### config.mk
export PLATFORM = sky130hd
export DESIGN_NAME = supply_reset_seq
export DESIGN_NICKNAME = d
export VERILOG_FILES = /design/src/rtl/supply_reset_seq.sv
export SDC_FILE = /design/constraint.sdc
export NUM_CORES = 1
export LEC_CHECK = 0
export BUFFER_PORTS_ARGS = -buffer_cell sky130_fd_sc_hd__buf_2
export CORE_ASPECT_RATIO = 0.7
export CORE_MARGIN = 2
export CORE_UTILIZATION = 29
export CTS_CLUSTER_SIZE = 40
export DETAILED_ROUTE_END_ITERATION = 7
export SLEW_MARGIN = 0
export SYNTH_ARGS = -nofsm -noshare
export SYNTH_HDL_FRONTEND = slang
export SYNTH_SLANG_ARGS = --single-unit
### constraint.sdc
create_clock -name clk -period 1.95 [get_ports clk]
set_clock_uncertainty 0.15 [all_clocks]
set_input_delay 0.0975 -clock clk [delete_from_list [all_inputs] [get_ports clk]]
set_output_delay 0.0975 -clock clk [all_outputs]
set_load 0.005 [all_outputs]
### src/rtl/supply_reset_seq.sv
module supply_reset_seq #(
  parameter int DELAY_MS = 250
) (
  input  logic clk,
  input  logic rst_n,
  input  logic supply_ok,
  input  logic battery_mode,
  input  logic ms_tick,
  output logic reset_n,
  output logic comm_abort,
  output logic nv_write_allow
);
  localparam int CW = $clog2(DELAY_MS + 1);
  localparam logic [CW-1:0] LAST = CW'(DELAY_MS - 1);

  logic          sync_a, sync_b;
  logic [CW-1:0] ticks;

  always_ff @(posedge clk or negedge rst_n) begin
    if (!rst_n) begin
      sync_a <= 1'b0;
      sync_b <= 1'b0;
    end else begin
      sync_a <= supply_ok;
      sync_b <= sync_a;
    end
  end

  always_ff @(posedge clk or negedge rst_n) begin
    if (!rst_n) begin
      reset_n <= 1'b0;
      ticks   <= '0;
    end else if (!sync_b) begin
      reset_n <= 1'b0;
      ticks   <= '0;
    end else if (!reset_n && ms_tick) begin
      if (ticks == LAST) begin
        reset_n <= 1'b1;
        ticks   <= '0;
      end else begin
        ticks <= ticks + 1'b1;
      end
    end
  end

  always_ff @(posedge clk or negedge rst_n) begin
    if (!rst_n) comm_abort <= 1'b0;
    else        comm_abort <= reset_n && !sync_b;
  end

  assign nv_write_allow = !(battery_mode && !reset_n);
endmodule


==> Word level (Yosys, flattened, before mapping) <==
Cells that the tools add are included.
W data, S select, Z words.
{ "word_totals": {"regBits": 12, "elab_cells": 22} }
{ "op_classes": {"n_addsub": 1, "n_eq_ne": 3, "mux": 6, "reduce_logical": 7} }
{ "ops": {"columns": ["op", "n"], "rows": [
  ["$mux W8", 3],
  ["$add A8 B1 Y8 const B", 1],
  ["$eq A8 B8 Y1 const B", 1],
  ["$ne A2 B1 Y1 const B", 2],
  ["$logic_and A1 B1 Y1", 3],
  ["$logic_not A1 Y1", 3],
  ["$mux W1", 3],
  ["$reduce_and A2 Y1", 1]
]} }

==> Logic depth before layout (Yosys ltp) <==
{ "logic_depth": {"depth_word": 4, "mapped_depth": 6} }

==> Worst setup path before layout <==
No wires, ideal clock.
{ "synth_path": {"path_kind": "register -> register", "startpoint": "register ticks[0]", "endpoint": "register ticks[0]", "setup_ns": 0.078, "arrival_ns": 1.234, "required_time_ns": 1.722, "setup_slack_ns": 0.488, "path_stages_with_launch": 6, "path_cell_list": "dfrtp_1 ha_1 nand2_1 nor3_2 or3_1 a21boi_1"} }
{ "synth_between": {"elab_chain_cells": 4, "elab_cells_between_ends": 5, "classes_between": "add/sub (1); eq/ne (1); mux (3)"} }
{ "synth_rtl": {"columns": ["element", "line", "source"], "rows": [
  ["from (decl)", "17", "logic [CW-1:0] ticks;"],
  ["from (signal assigned)", "41", "ticks <= ticks + 1'b1;"],
  ["$add A8 B1 Y8 / $eq A8 B8 Y1 (equally long branches)", "41, 37", null],
  ["$mux W8 (*)", "37", "if (ticks == LAST) begin"],
  ["$mux W8 (*)", "36", "end else if (!reset_n && ms_tick) begin"],
  ["$mux W8 (*)", "33", "end else if (!sync_b) begin"]
]} }
Every way passes the cells marked *; elsewhere a longest branch is shown, timed or not. The select of a mux whose other input is x is not followed.
A chain may end at the register's enable or synchronous reset.

==> Worst setup path in the final report <==
Same ends and word-level chain as after synthesis.

==> flow_summary.html <==
<table>
<tr><th>Metric</th><th>Value</th></tr>
<tr><th colspan="2">CTS</th></tr>
<tr><td>Clock sink count</td><td>12</td></tr>
<tr><td>TritonCTS clock tree</td><td>yes</td></tr>
<tr><td>Level count of the clock H-tree</td><td>1</td></tr>
<tr><td>Root buffer cell</td><td>sky130_fd_sc_hd__clkbuf_4</td></tr>
<tr><td>Clock buffers created by TritonCTS</td><td>3</td></tr>
<tr><td>Worst-skew pair later-pin latency</td><td>0.27 ns</td></tr>
<tr><td>Buffer depth of the longest clock path</td><td>2</td></tr>
<tr><td>Clock transition at the registers of the reported paths</td><td>0.08 ns</td></tr>
<tr><td>Post-CTS repair timing setup buffer count</td><td>0</td></tr>
<tr><th colspan="2">Power</th></tr>
<tr><td>Leakage</td><td>0.318 nW</td></tr>
<tr><td>Highest ir drop seen on vdd</td><td>413 uV</td></tr>
<tr><td>Power density over the cells</td><td>663 nW/um^2</td></tr>
<tr><th colspan="2">Place</th></tr>
<tr><td>Port-buffer cells</td><td>7</td></tr>
<tr><td>DP Cell Count</td><td>85</td></tr>
<tr><td>Placed standard-cell area</td><td>679 sq um</td></tr>
<tr><td>Placed wire-length estimate</td><td>867 microns</td></tr>
<tr><td>RePlAce Congestion</td><td>0.726</td></tr>
<tr><th colspan="2">Synth</th></tr>
<tr><td>Synth async-reset ratio</td><td>1.00</td></tr>
<tr><td>List of most frequent post-synthesis cells</td><td>sky130_fd_sc_hd__dfrtp_1 (12), sky130_fd_sc_hd__nand2_1 (5), sky130_fd_sc_hd__nor2_1 (5), sky130_fd_sc_hd__xnor2_1 (5)</td></tr>
<tr><td>Register bit count reported by yosys</td><td>12</td></tr>
<tr><td>Synth area leader</td><td>sky130_fd_sc_hd__dfrtp_1</td></tr>
<tr><td>Share of Yosys cell area claimed by the top area cell type</td><td>0.477</td></tr>
<tr><td>Top cells by area, synth</td><td>sky130_fd_sc_hd__dfrtp_1 (48%), sky130_fd_sc_hd__xnor2_1 (7.0%), sky130_fd_sc_hd__a211oi_2 (6.0%), sky130_fd_sc_hd__o41ai_4 (4.4%), sky130_fd_sc_hd__ha_1 (4.0%)</td></tr>
<tr><td>Sequential fraction of the synthesis area</td><td>0.477</td></tr>
<tr><td>Yosys warnings</td><td>0</td></tr>
<tr><td>Post-Syn Nets</td><td>63</td></tr>
<tr><td>Top-count cell post-synth</td><td>sky130_fd_sc_hd__dfrtp_1</td></tr>
<tr><td>Total standard cell area after synthesis</td><td>629 sq um</td></tr>
<tr><td>Most frequently used flop master after synthesis</td><td>sky130_fd_sc_hd__dfrtp_1</td></tr>
<tr><td>Number of synthesized flops with an enable pin</td><td>0</td></tr>
<tr><td>Unique cell type count in the Yosys netlist</td><td>24</td></tr>
<tr><td>Synth Instances</td><td>56</td></tr>
<tr><td>Synthesized area per cell</td><td>11.2 sq um</td></tr>
<tr><th colspan="2">Run</th></tr>
<tr><td>Number of maximum-capacitance violations</td><td>0</td></tr>
<tr><th colspan="2">Critical path</th></tr>
<tr><td>Data arrival time of the critical path</td><td>1.64 ns</td></tr>
<tr><td>Kind of critical path</td><td>flop to flop</td></tr>
<tr><td>Reg2reg path depth</td><td>5</td></tr>
<tr><td>Peak fanout along the critical path</td><td>5</td></tr>
<tr><td>Worst endpoint required time</td><td>2.01 ns</td></tr>
<tr><td>Startpoint types</td><td>flop</td></tr>
<tr><td>Kind of capture point of the worst setup path</td><td>flop</td></tr>
<tr><th colspan="2">Route</th></tr>
<tr><td>Remaining design rule violation count</td><td>0</td></tr>
<tr><td>Routed wire length</td><td>1.19 mm</td></tr>
<tr><td>Total number of vias</td><td>440</td></tr>
<tr><td>DR WL/cell</td><td>12.9 microns</td></tr>
<tr><td>Number of routed nets with antenna violations</td><td>0</td></tr>
<tr><td>Via count normalized by instance count</td><td>4.78</td></tr>
<tr><td>First DRT Iteration DRCs</td><td>4</td></tr>
<tr><td>Detailed Routing Iterations Pass 1</td><td>4</td></tr>
<tr><th colspan="2">Final layout</th></tr>
<tr><td>Layout net count</td><td>76</td></tr>
<tr><td>Post-layout instance area</td><td>746 sq um</td></tr>
<tr><td>Area growth, synth to finish</td><td>18.5%</td></tr>
<tr><td>Fraction of final layout cells sized beyond drive strength 1</td><td>0.279</td></tr>
<tr><td>Count of inserted antenna diode cells</td><td>0</td></tr>
<tr><td>Filler-free cell count of the finished design</td><td>92</td></tr>
<tr><th colspan="2">Timing</th></tr>
<tr><td>Number of failing setup endpoints in the final timing report</td><td>0</td></tr>
<tr><td>Max-Slew Margin vs Limit</td><td>0.705</td></tr>
<tr><td>Number of slew-limit violations in the final report</td><td>0</td></tr>
<tr><td>Final setup TNS</td><td>0 ns</td></tr>
<tr><td>Period utilization</td><td>0.811</td></tr>
<tr><td>Setup repair after global routing missed its margin</td><td>no</td></tr>
<tr><td>Hold violation total from the final report</td><td>0</td></tr>
<tr><td>Worst Max-Slew Pin Slew</td><td>0.442 ns</td></tr>
<tr><td>Final-layout worst hold slack</td><td>0.0691 ns</td></tr>
<tr><td>Clock period minus final worst setup slack</td><td>1.58 ns</td></tr>
<tr><td>F_max</td><td>0.632 GHz</td></tr>
<tr><th colspan="2">Die</th></tr>
<tr><td>Initial standard-cell utilization of the core</td><td>0.299</td></tr>
<tr><td>Count of pins on the block boundary</td><td>8</td></tr>
<tr><td>Die width</td><td>59.7 microns</td></tr>
<tr><td>Floorplan Core Area</td><td>2100 sq um</td></tr>
<tr><td>Standard-cell row count</td><td>14</td></tr>
<tr><td>Die outline height</td><td>43.0 microns</td></tr>
<tr><td>Die outline area</td><td>2560 sq um</td></tr>
<tr><th colspan="2">Outcome</th></tr>
<tr><td>Outcome</td><td>completed</td></tr>
<tr><th colspan="2">Hold path</th></tr>
<tr><td>Path type of the worst min-delay path</td><td>input pin to async pin</td></tr>
<tr><th colspan="2">Global routing</th></tr>
<tr><td>Maximum number of pins on one net before global-route repair</td><td>13</td></tr>
<tr><td>Total gr overflow</td><td>0</td></tr>
<tr><td>Total GRT Usage</td><td>0.112</td></tr>
<tr><td>Vias in the first global route</td><td>466</td></tr>
<tr><td>Number of antenna violations at the first check in global routing</td><td>0</td></tr>
<tr><td>Wire length of the first global-routing pass</td><td>2.04 mm</td></tr>
</table>
## cell usage in the layout, fill, tap and decap left out, drive strengths merged
| cell | netlist | layout |
|---|---|---|
| nand2b | 2 | 2 |
| nand4 | 1 | 1 |
| and2 | 2 | 2 |
| o41ai | 1 | 1 |
| inv | 2 | 2 |
| dlygate4sd3 | 0 | 3 |
| ha | 2 | 2 |
| a21boi | 1 | 1 |
| xnor2 | 5 | 5 |
| nor3 | 1 | 1 |
| nor2 | 5 | 5 |
| nor2b | 2 | 2 |
| buf | 1 | 7 |
| dfrtp | 12 | 12 |
| nand3 | 2 | 2 |
| o31ai | 1 | 1 |
| or3 | 2 | 2 |
| clkbuf | 1 | 4 |
| o21ai | 2 | 2 |
| nand2 | 5 | 5 |
| a21oi | 3 | 3 |
| a211oi | 3 | 3 |
## layer usage
layer  up-vias  share of wire  GRT usage  wire, microns
met5         -              0          0              0
met3         2          0.066     0.0457             79
met4         0         0.0093     0.0533             11
li1        214              -          -              -
met2        16           0.46      0.150            545
met1       208           0.47      0.153            553
## metrics by stage
stage | setup WS [ns] | utilization | total power (W)
after detailed placement | 0.387 | 0.323 | 0.000298
after global routing | 0.274 | 0.355 | 0.000524
final | 0.368 | 0.355 | 0.000494
after floorplan | 0.488 | - | 0.000285
after global placement | 0.427 | 0.323 | 0.000297
after CTS | 0.369 | 0.355 | 0.000502
## flip-flops by register name (all words and copies together) (netlist names)
signal and flops:
ticks 8, sync_b 1, sync_a 1, comm_abort 1, reset_n 1
## kinds of logic (layout without fill, tap and decap cells)
kind of cell    Yosys count  after routing  synth area share
fa+ha+maj                 2              2            0.0398
xor+xnor                  5              5            0.0696
simple gates             22             22             0.211
buf+inv                   4             16            0.0358
compound gates           11             11             0.167
flops                    12             12             0.477
## cell type report
type / instances / area [sq um]
Fill cell: 207 / 1360
Multi-Input combinational cell: 40 / 307
Sequential cell: 12 / 300
Timing Repair Buffer: 10 / 65.1
Clock buffer: 4 / 36.3
Tap cell: 24 / 30.0
Inverter: 2 / 7.51
## critical path, cell delays in order (launching register included)
cell and delay, ns:
sky130_fd_sc_hd__dfrtp_1 0.44, sky130_fd_sc_hd__ha_1 0.23, sky130_fd_sc_hd__nand2_1 0.13, sky130_fd_sc_hd__nor3_2 0.08
sky130_fd_sc_hd__or3_1 0.35, sky130_fd_sc_hd__a21boi_1 0.12
## repair_timing
item,in CTS,in global routing
endpoints found under the hold margin,14,0
resized for setup,0,0
setup endpoints to repair,0,0
hold buffers,3,0
## where the power goes
part / total [W] / leakage, nW / switching (W) / internal (W)
registers: 0.000263 / 0.162 / 0.00000914 / 0.000254
clock network: 0.000197 / 0.0210 / 0.0000836 / 0.000113
logic: 0.0000343 / 0.135 / 0.0000177 / 0.0000166
total: 0.000494 / 0.318 / 0.000110 / 0.000384
## worst paths after layout
path	start	endpoint	slack [ns]
setup / recovery	ticks[0]	ticks[0]	0.37
hold / removal	rst_n	ticks[0]	0.07
setup reg to reg	ticks[0]	ticks[0]	0.37
hold reg to reg	sync_a	sync_b	0.20
max in group asynchronous	rst_n	comm_abort	1.36
min in group clk	sync_a	sync_b	0.20
(Power assumes the default switching activity.)
